===== config.mk =====
export PLATFORM = sky130hd
export DESIGN_NAME = i2c_regport
export DESIGN_NICKNAME = d
export VERILOG_FILES = /design/src/rtl/i2cr_pkg.sv /design/src/rtl/i2cr_linefilt.sv /design/src/rtl/i2cr_busdet.sv /design/src/rtl/i2cr_ptr.sv /design/src/rtl/i2c_regport.sv
export SDC_FILE = /design/constraint.sdc
export NUM_CORES = 1
export LEC_CHECK = 0
export ABC_AREA = 1
export BUFFER_PORTS_ARGS = -buffer_cell sky130_fd_sc_hd__buf_2
export CORE_ASPECT_RATIO = 0.9
export CORE_MARGIN = 2
export CORE_UTILIZATION = 45
export CTS_CLUSTER_DIAMETER = 150
export DETAILED_ROUTE_END_ITERATION = 10
export GPL_ROUTABILITY_DRIVEN = 0
export PLACE_DENSITY = 0.62
export SETUP_SLACK_MARGIN = 0.1
export SLEW_MARGIN = 40
export SYNTH_ARGS = -nofsm -noshare
export SYNTH_HDL_FRONTEND = slang
export SYNTH_HIERARCHICAL = 1
export SYNTH_SLANG_ARGS = --single-unit

===== constraint.sdc =====
create_clock -name clk -period 5.5 [get_ports clk]
set_clock_uncertainty 0.1 [all_clocks]
set_input_delay 0.55 -clock clk [delete_from_list [all_inputs] [get_ports clk]]
set_output_delay 0.55 -clock clk [all_outputs]
set_load 0.005 [all_outputs]

===== src/rtl/i2cr_pkg.sv =====
package i2cr_pkg;
    localparam int BYTE_W = 8;

    typedef enum logic [3:0] {
        ST_IDLE,
        ST_DEVADR,
        ST_DEVACK,
        ST_PTRBYTE,
        ST_PTRACK,
        ST_RXBYTE,
        ST_RXACK,
        ST_TXBYTE,
        ST_TXACK,
        ST_SKIP
    } st_t;
endpackage


===== src/rtl/i2cr_linefilt.sv =====
// Two-flop synchronizer followed by a majority-free agreement filter:
// the output only moves once FILT_LEN consecutive samples agree.
module i2cr_linefilt #(
    parameter int FILT_LEN = 3
) (
    input  logic clk,
    input  logic rst_n,
    input  logic line_i,
    output logic line_o
);
    logic s1_q, s2_q;
    logic [FILT_LEN-1:0] win_q;
    logic out_q;

    always_ff @(posedge clk or negedge rst_n) begin
        if (!rst_n) begin
            s1_q  <= 1'b1;
            s2_q  <= 1'b1;
            win_q <= '1;
            out_q <= 1'b1;
        end else begin
            s1_q <= line_i;
            s2_q <= s1_q;
            if (FILT_LEN > 1) begin
                win_q <= {win_q[FILT_LEN-2:0], s2_q};
            end else begin
                win_q <= s2_q;
            end
            if (&win_q) begin
                out_q <= 1'b1;
            end else if (~|win_q) begin
                out_q <= 1'b0;
            end
        end
    end

    assign line_o = out_q;
endmodule


===== src/rtl/i2cr_busdet.sv =====
// Edge and bus-condition detection on the filtered lines.
module i2cr_busdet (
    input  logic clk,
    input  logic rst_n,
    input  logic scl_f,
    input  logic sda_f,
    output logic scl_rise,
    output logic scl_fall,
    output logic start_c,
    output logic stop_c
);
    logic scl_p, sda_p;

    always_ff @(posedge clk or negedge rst_n) begin
        if (!rst_n) begin
            scl_p <= 1'b1;
            sda_p <= 1'b1;
        end else begin
            scl_p <= scl_f;
            sda_p <= sda_f;
        end
    end

    assign scl_rise = scl_f & ~scl_p;
    assign scl_fall = ~scl_f & scl_p;
    assign start_c  = scl_f & scl_p & sda_p & ~sda_f;
    assign stop_c   = scl_f & scl_p & ~sda_p & sda_f;
endmodule


===== src/rtl/i2cr_ptr.sv =====
// Word pointer: load with range clamp, increment with wrap.
module i2cr_ptr #(
    parameter int NUM_REGS = 20,
    parameter int AW       = 5
) (
    input  logic          clk,
    input  logic          rst_n,
    input  logic          ld,
    input  logic [7:0]    ld_val,
    input  logic          inc,
    output logic [AW-1:0] ptr
);
    localparam logic [AW-1:0] LAST = AW'(NUM_REGS - 1);
    logic [AW-1:0] ptr_q;

    always_ff @(posedge clk or negedge rst_n) begin
        if (!rst_n) begin
            ptr_q <= '0;
        end else if (ld) begin
            ptr_q <= (ld_val < 8'(NUM_REGS)) ? ld_val[AW-1:0] : '0;
        end else if (inc) begin
            ptr_q <= (ptr_q == LAST) ? '0 : ptr_q + AW'(1);
        end
    end

    assign ptr = ptr_q;
endmodule


===== src/rtl/i2c_regport.sv =====
module i2c_regport
    import i2cr_pkg::*;
#(
    parameter logic [6:0] DEV_ADDR   = 7'h68,
    parameter int         NUM_REGS   = 20,
    parameter int         HOLD_LIMIT = 8,
    parameter int         FILT_LEN   = 3
) (
    input  logic       clk,
    input  logic       rst_n,
    input  logic       scl_i,
    input  logic       sda_i,
    output logic       sda_oe,
    output logic [4:0] reg_addr,
    output logic       reg_wr,
    output logic [7:0] reg_wdata,
    input  logic [7:0] reg_rdata,
    output logic       hold
);
    localparam int AW = 5;

    logic [1:0] raw_lines, filt_lines;
    logic scl_f, sda_s;
    logic scl_rise, scl_fall, start_c, stop_c;

    st_t st_q, st_nx;
    logic [BYTE_W-1:0] sh_q;
    logic [2:0] cnt_q;
    logic full_q, rw_q, mack_q, sel_q;
    logic adr_hit, bus_cond;
    logic ptr_ld, ptr_inc;
    logic [AW-1:0] ptr;

    assign raw_lines = {scl_i, sda_i};

    for (genvar g = 0; g < 2; g++) begin : g_line
        i2cr_linefilt #(.FILT_LEN(FILT_LEN)) filt_i (
            .clk    (clk),
            .rst_n  (rst_n),
            .line_i (raw_lines[g]),
            .line_o (filt_lines[g])
        );
    end

    assign scl_f = filt_lines[1];
    assign sda_s = filt_lines[0];

    i2cr_busdet det_i (
        .clk      (clk),
        .rst_n    (rst_n),
        .scl_f    (scl_f),
        .sda_f    (sda_s),
        .scl_rise (scl_rise),
        .scl_fall (scl_fall),
        .start_c  (start_c),
        .stop_c   (stop_c)
    );

    assign bus_cond = start_c | stop_c;
    assign adr_hit  = (sh_q[7:1] == DEV_ADDR);

    // pointer control
    assign ptr_ld  = !bus_cond && (st_q == ST_PTRBYTE) && scl_fall && full_q;
    assign ptr_inc = !bus_cond &&
                     (((st_q == ST_RXACK) && scl_fall) ||
                      ((st_q == ST_TXACK) && scl_rise && !sda_s));

    i2cr_ptr #(.NUM_REGS(NUM_REGS), .AW(AW)) ptr_i (
        .clk    (clk),
        .rst_n  (rst_n),
        .ld     (ptr_ld),
        .ld_val (sh_q),
        .inc    (ptr_inc),
        .ptr    (ptr)
    );

    // next-state logic
    always_comb begin
        st_nx = st_q;
        if (stop_c) begin
            st_nx = ST_IDLE;
        end else if (start_c) begin
            st_nx = ST_DEVADR;
        end else begin
            unique case (st_q)
                ST_IDLE, ST_SKIP: st_nx = st_q;
                ST_DEVADR:  if (scl_fall && full_q) st_nx = adr_hit ? ST_DEVACK : ST_SKIP;
                ST_DEVACK:  if (scl_fall) st_nx = rw_q ? ST_TXBYTE : ST_PTRBYTE;
                ST_PTRBYTE: if (scl_fall && full_q) st_nx = ST_PTRACK;
                ST_PTRACK:  if (scl_fall) st_nx = ST_RXBYTE;
                ST_RXBYTE:  if (scl_fall && full_q) st_nx = ST_RXACK;
                ST_RXACK:   if (scl_fall) st_nx = ST_RXBYTE;
                ST_TXBYTE:  if (scl_fall && cnt_q == 3'd7) st_nx = ST_TXACK;
                ST_TXACK:   if (scl_fall) st_nx = mack_q ? ST_TXBYTE : ST_SKIP;
                default:    st_nx = ST_IDLE;
            endcase
        end
    end

    // state register and byte datapath
    always_ff @(posedge clk or negedge rst_n) begin
        if (!rst_n) begin
            st_q   <= ST_IDLE;
            sh_q   <= '0;
            cnt_q  <= '0;
            full_q <= 1'b0;
            rw_q   <= 1'b0;
            mack_q <= 1'b0;
            sel_q  <= 1'b0;
        end else begin
            st_q <= st_nx;
            if (stop_c) begin
                sel_q  <= 1'b0;
                full_q <= 1'b0;
                cnt_q  <= '0;
            end else if (start_c) begin
                full_q <= 1'b0;
                cnt_q  <= '0;
            end else begin
                unique case (st_q)
                    ST_DEVADR, ST_PTRBYTE, ST_RXBYTE: begin
                        if (scl_rise) begin
                            sh_q  <= {sh_q[BYTE_W-2:0], sda_s};
                            cnt_q <= cnt_q + 3'd1;
                            if (cnt_q == 3'd7) full_q <= 1'b1;
                        end else if (scl_fall && full_q) begin
                            full_q <= 1'b0;
                            cnt_q  <= '0;
                            if (st_q == ST_DEVADR) begin
                                sel_q <= adr_hit;
                                rw_q  <= sh_q[0];
                            end
                        end
                    end
                    ST_DEVACK: begin
                        if (scl_fall && rw_q) begin
                            sh_q  <= reg_rdata;
                            cnt_q <= '0;
                        end
                    end
                    ST_TXBYTE: begin
                        if (scl_fall) begin
                            sh_q  <= {sh_q[BYTE_W-2:0], 1'b0};
                            cnt_q <= cnt_q + 3'd1;
                        end
                    end
                    ST_TXACK: begin
                        if (scl_rise) mack_q <= ~sda_s;
                        if (scl_fall && mack_q) begin
                            sh_q  <= reg_rdata;
                            cnt_q <= '0;
                        end
                    end
                    default: begin
                        cnt_q <= cnt_q;
                    end
                endcase
            end
        end
    end

    // outputs
    always_comb begin
        sda_oe = 1'b0;
        unique case (st_q)
            ST_DEVACK, ST_PTRACK, ST_RXACK: sda_oe = 1'b1;
            ST_TXBYTE:                      sda_oe = ~sh_q[BYTE_W-1];
            default:                        sda_oe = 1'b0;
        endcase
        reg_wr    = !bus_cond && (st_q == ST_RXBYTE) && scl_fall && full_q;
        reg_wdata = sh_q;
        reg_addr  = ptr;
        hold      = sel_q && (ptr < AW'(HOLD_LIMIT));
    end
endmodule


# Yosys cells after proc, flatten, opt, wreduce, memory -nomap -nowiden

Cells that the tools add are included.

Muxes and demuxes: 47
Reduce and logical (&&, ||, !) cells: 42
Multipliers: 0
Divide/modulo/power cells: 0
Equality and inequality tests: 33
Magnitude comparators: 2
Shift-type cells: 0
Bitwise operators: 16
Add/sub/neg operators: 2

Operator list:

| kind                                                                          | count |
|---|---|
| 4-bit 2-to-1 mux                                                              | 11 |
| 8-bit 2-to-1 mux                                                              | 4 |
| 4-bit case mux with 8 select lines                                            | 1 |
| 8-bit case mux with 4 select lines                                            | 1 |
| 4-bit inequality test (second input constant)                                 | 7 |
| 3-bit 2-to-1 mux                                                              | 8 |
| 5-bit 2-to-1 mux                                                              | 4 |
| 4-bit by 3-bit == test with 1-bit output (second input constant)              | 4 |
| 1-bit 2-to-1 mux                                                              | 16 |
| 1-bit logical AND                                                             | 15 |
| 3-bit case mux with 4 select lines                                            | 1 |
| 3-bit OR reduction                                                            | 4 |
| 2-bit by 1-bit inequality test with 1-bit output (second input constant)      | 5 |
| 5-bit AND reduction                                                           | 2 |
| 3-bit AND reduction                                                           | 3 |
| 4-bit by 2-bit == test with 1-bit output (second input constant)              | 2 |
| 4-bit == test (second input constant)                                         | 2 |
| 8-bit by 5-bit less-than comparator with 1-bit output (second input constant) | 1 |
| 4-bit by 1-bit inequality test with 1-bit output (second input constant)      | 2 |
| 4-bit by 3-bit inequality test with 1-bit output (second input constant)      | 2 |
| 1-bit inverter                                                                | 8 |
| 8-bit AND reduction                                                           | 1 |
| 2-bit nonzero test                                                            | 4 |
| 4-bit nonzero test                                                            | 2 |
| other kinds (22)                                                              | 32 |

Memories: 0
Bits in latches: 0
Register bits: 38
RAM bits: 0
Bits in read-only memories: 0

# Longest topological paths before layout

Depth in word-level cells: 9
Gate-level depth with buffers: 15
Mapped depth without buffers: 15

# Cells and area by module

The synthesis kept the hierarchy.

By module, submodules not included:

| module        | seq. area each (µm²) | area each (µm²) | cells each | instances |
|---|---|---|---|---|
| i2c_regport   | 475.5                | 1410.1          | 225        | 1 |
| i2cr_ptr      | 125.1                | 419.2           | 67         | 1 |
| i2cr_linefilt | 157.7                | 188.9           | 14         | 2 |
| i2cr_busdet   | 52.6                 | 93.8            | 13         | 1 |

# Worst setup path before layout

OpenSTA, ideal clock, no wires.

Path type: reg2reg
From: register g_line[0].filt_i.out_q
To: register ptr_i.ptr_q[4], in the netlist ptr_i/ptr[4]
Cell stages (with the launch flop): 16
Clock period less this slack: 2.009 ns
Buffers on the path: 0
Slack: 3.491 ns
Required time: 5.283 ns
Data arrival time: 1.792 ns
Setup time: 0.117 ns
Cells stage by stage: dfstp_2 -> inv_1 -> nand2_1 -> nor2_1 -> nor2_2 -> inv_1 -> nor2_1 -> inv_1 -> nor2_1 -> nand2_1 -> o21ai_0 -> nor2_2 -> inv_1 -> nand2_1 -> nor2_1 -> nor2_1

Elaborated cells on any way between the ends: 14
Classes of those cells: 1 x mux; 4 x bitwise; 9 x reduce/logical

RTL lines:

| element                             | RTL line            | source |
|---|---|---|
| start, declared                     | i2cr_linefilt.sv:13 | `logic out_q;` |
| start signal, assigned              | i2cr_linefilt.sv:20 | `out_q <= 1'b1;` |
| start signal, assigned              | i2cr_linefilt.sv:30 | `out_q <= 1'b1;` |
| start signal, assigned              | i2cr_linefilt.sv:32 | `out_q <= 1'b0;` |
| 1-bit inverter                      | i2cr_busdet.sv:26   | `assign start_c = scl_f & scl_p & sda_p & ~sda_f;` |
| 1-bit AND                           | i2cr_busdet.sv:26   |  |
| via start_c                         | i2c_regport.sv:24   | `logic scl_rise, scl_fall, start_c, stop_c;` |
| 1-bit OR                            | i2c_regport.sv:59   | `assign bus_cond = start_c \| stop_c;` |
| 1-bit zero test                     | i2c_regport.sv:64   | `assign ptr_inc = !bus_cond &&` |
| 1-bit logical AND                   | i2c_regport.sv:64   |  |
| via ptr_inc                         | i2c_regport.sv:31   | `logic ptr_ld, ptr_inc;` |
| 2-bit nonzero test (no source line) | n/a                 |  |
| end signal, assigned                | i2cr_ptr.sv:20      | `ptr_q <= (ld_val < 8'(NUM_REGS)) ? ld_val[AW-1:0] : '0;` |
| end signal, assigned                | i2cr_ptr.sv:22      | `ptr_q <= (ptr_q == LAST) ? '0 : ptr_q + AW'(1);` |
| end, declared                       | i2cr_ptr.sv:14      | `logic [AW-1:0] ptr_q;` |

The timed path passes the listed nets, and every way through them passes these cells.
A chain may end at the register's enable or synchronous reset.

# Worst setup path in the final report

From: register det_i.scl_p
To: output reg_wr

Elaborated cells on any way between the ends: 11
Classes of those cells: 7 x bitwise; 4 x reduce/logical

RTL lines:

| element                        | RTL line           | source |
|---|---|---|
| start, declared                | i2cr_busdet.sv:12  | `logic scl_p, sda_p;` |
| start signal, assigned         | i2cr_busdet.sv:19  | `scl_p <= scl_f;` |
| 1-bit AND                      | i2cr_busdet.sv:25  | `assign scl_fall = ~scl_f & scl_p;` |
| via scl_fall                   | i2c_regport.sv:24  |  |
| 1-bit logical AND (2 in a row) | i2c_regport.sv:170 | `reg_wr = !bus_cond && (st_q == ST_RXBYTE) && scl_fall && full_q;` |
| end, declared                  | i2c_regport.sv:15  | `output logic reg_wr,` |

The timed path passes the listed nets, and every way through them passes these cells.

==> results.toml <==
[floorplanning]
dieArea_mm2 = 0.00570
rows = 24
die_w_um = 79.4
core_area_mm2 = 0.00489
die_h_um = 71.8
start_util = 0.470
pin_count = 28

[placed_design]
place_area_mm2 = 0.00253
post-dp-hpwl_um = 4000
dpl.cell_count = 424
place_ws_ns = 3.16
io_buffers = 27

[timing]
fin_crit_sh = 0.452
hold_viol = 0
hold_slack_ns = 0.123
fin_ws_ns = 3.01
slew_violations = 0
fmax_mhz = 402
setup_viol_count_final = 0
final.min_clock_period_ns = 2.49
setup-tns-final_ns = 0
worstMarginPinSlew_ns = 0.535
slew-limit-headroom = 0.643
rsz0062_at_grt = "no"

[synth]
yosys.area_share.xor_xnor = 0
synth_nets = 348
synth-compound-area-share = 0.0381
synth_seq_area_share = 0.421
synth_top_family_by_area = "simple AND/OR/NAND/NOR gates"
synth_cell_type_count = 25
yosysWarningCount = 6
synth.area.mux_share = 0
synth_seq_cells = 38
synthCells = 333
syn_area_mm2 = 0.00230
synthAdderAreaFrac = 0.0163
yosys.area_share.simple = 0.449
avgSynthCellArea_um2 = 6.91

[global_routing]
antenna_found_initial = 0
first_global_vias = 2006
gr-total-overflow = 0
grt_max_degree = 24
grt_pass1_wl_um = 9140
grtUsageTotal = 0.205

[power_and_ir_drop]
p_leak_nw = 1.43
finalPower_mw = 0.998
p_per_area_mw_per_mm2 = 380
ir_drop_uv = 201

[layout]
syn_to_final_growth_pct = 14.0
fillers = 509
final_cell_mix = "nand2_1, nor2_1, inv_1, nand3_1, buf_2"
fin_nets = 381
drive_gt1_frac = 0.223
antenna_cells = 0
final_common_cell = "nand2_1"
design_area_mm2 = 0.00262
final_cells = 432
post-route-util = 0.536

[clock_tree]
cts_sinks = 38
post_cts_buffers = 0
cts.path.max_buffers = 2
htree_levels = 2
ctsHoldBuffers = 0
root_buffer = "clkbuf_8"
clk_pin_slew_ns = 0.08
clk_latency_ns = 0.30
post_cts_resized = 0
cts_buffers = 5
cts_tree = "yes"

[setup_path]
crit_required_ns = 4.85
cp-end-kind = "output pin"
worstSetupStartpointType = "register"
worst-path-max-fanout = 6
timing.rr.start = "g_line[0].filt_i/line_o$_DFFE_PN1P_"
cp-startpoint = "det_i/scl_p$_DFF_PN1_"
setup.worst_path.class = "register to output pin"
cp.arrival_ns = 1.84

[detailed_routing]
ant_nets = 0
wire_per_inst_um = 12.1
dr_total_vias = 2129
drcViolationCount = 0
drt_wl_total_um = 5220
first_pass_iters = 4
via_per_inst = 4.93
first_iter_violations = 182

[min_path]
hold_class = "primary input to async pin"

[run]
drv_cap = 0

[outcome]
status = "complete, no violations"
## worst max-delay path: stages (launching register included)
cell and delay, ns:
dfstp_2 0.54, inv_1 0.04, nor2_1 0.27, nand2_1 0.19, nor2_1 0.20, nand2_1 0.09
nor2_1 0.09, buf_2 0.12
## worst paths after layout
path	cells after the start	endpoint	slack (ns)
worst min-delay path	1	st_q[3]$_DFFE_PN0P_	0.12
max in group asynchronous	2	g_line[1].filt_i/line_o$_DFFE_PN1P_	4.62
worst max register to register	15	ptr_i/ptr[4]$_DFFE_PN0P_	3.12
worst min register to register	0	g_line[0].filt_i/s2_q$_DFF_PN1_	0.26
min in group clk	1	g_line[1].filt_i/s1_q$_DFF_PN1_	0.25
worst max-delay path	7	reg_wr	3.01
## cells in the mapped netlist
cell type    n  area (µm²)
clkinv_1     1        3.75
nand3_2      1        10.0
a21oi_4      1        16.3
nand3_1     34         170
nand3b_1     1        7.51
nand4_1      8        50.1
inv_2        7        26.3
nor2_4       2        22.5
ha_1         3        37.5
or2_2        1        6.26
inv_1       34         128
a31oi_1      1        6.26
o21ai_1      1        5.00
nand2_1    122         458
o21ai_0     11        55.1
nand2_2      8        50.1
nand2_4      3        33.8
buf_2        1        5.00
nor3b_1      1        7.51
buf_6        1        11.3
dfrtp_1     24         601
nor2_1      43         161
dfstp_2     14         368
a21oi_1      1        5.00
nor2_2       9        56.3
## report_power, final
part	switching [mW]	internal [mW]
Clock	0.102	0.101
Combinational	0.250	0.136
Sequential	0.0705	0.340
## cells by family (layout without fill, tap and decap cells)
logic type,count (synthesis),count (layout)
AO/OA/AOI/OAI,15,15
adder cells (fa/ha/maj),3,3
buffers and inverters,44,78
flip-flops,38,38
AND/OR/NAND/NOR,233,233
## sequential cells by signal, summed over array words and instances, names as in the netlist, 2 cells and up
name / count
cnt_q: 3
g_line.filt_i/s2_q: 2
g_line.filt_i/win_q: 6
st_q: 4
g_line.filt_i/s1_q: 2
ptr_i/ptr: 5
reg_wdata: 8
g_line.filt_i/line_o: 2
## metal layers
layer  wire length (µm)  global-route usage  part of all wire
met1               2570               0.286              0.49
met2               2340               0.305              0.45
met3                199              0.0516             0.038
met5                  0                   0                 0
met4                104              0.0881             0.020
## layout make-up
type | instances | area, µm² | area share
multi-input combinational | 251 | 1160 | 0.442
sequential | 38 | 968 | 0.369
timing repair buffer | 28 | 163 | 0.0620
inverter | 42 | 158 | 0.0601
clock buffer | 6 | 82.6 | 0.0315
tap | 65 | 81.3 | 0.0310
clock inverter | 2 | 12.5 | 0.00477
No activity file was read; power rests on OpenSTA's default activity.
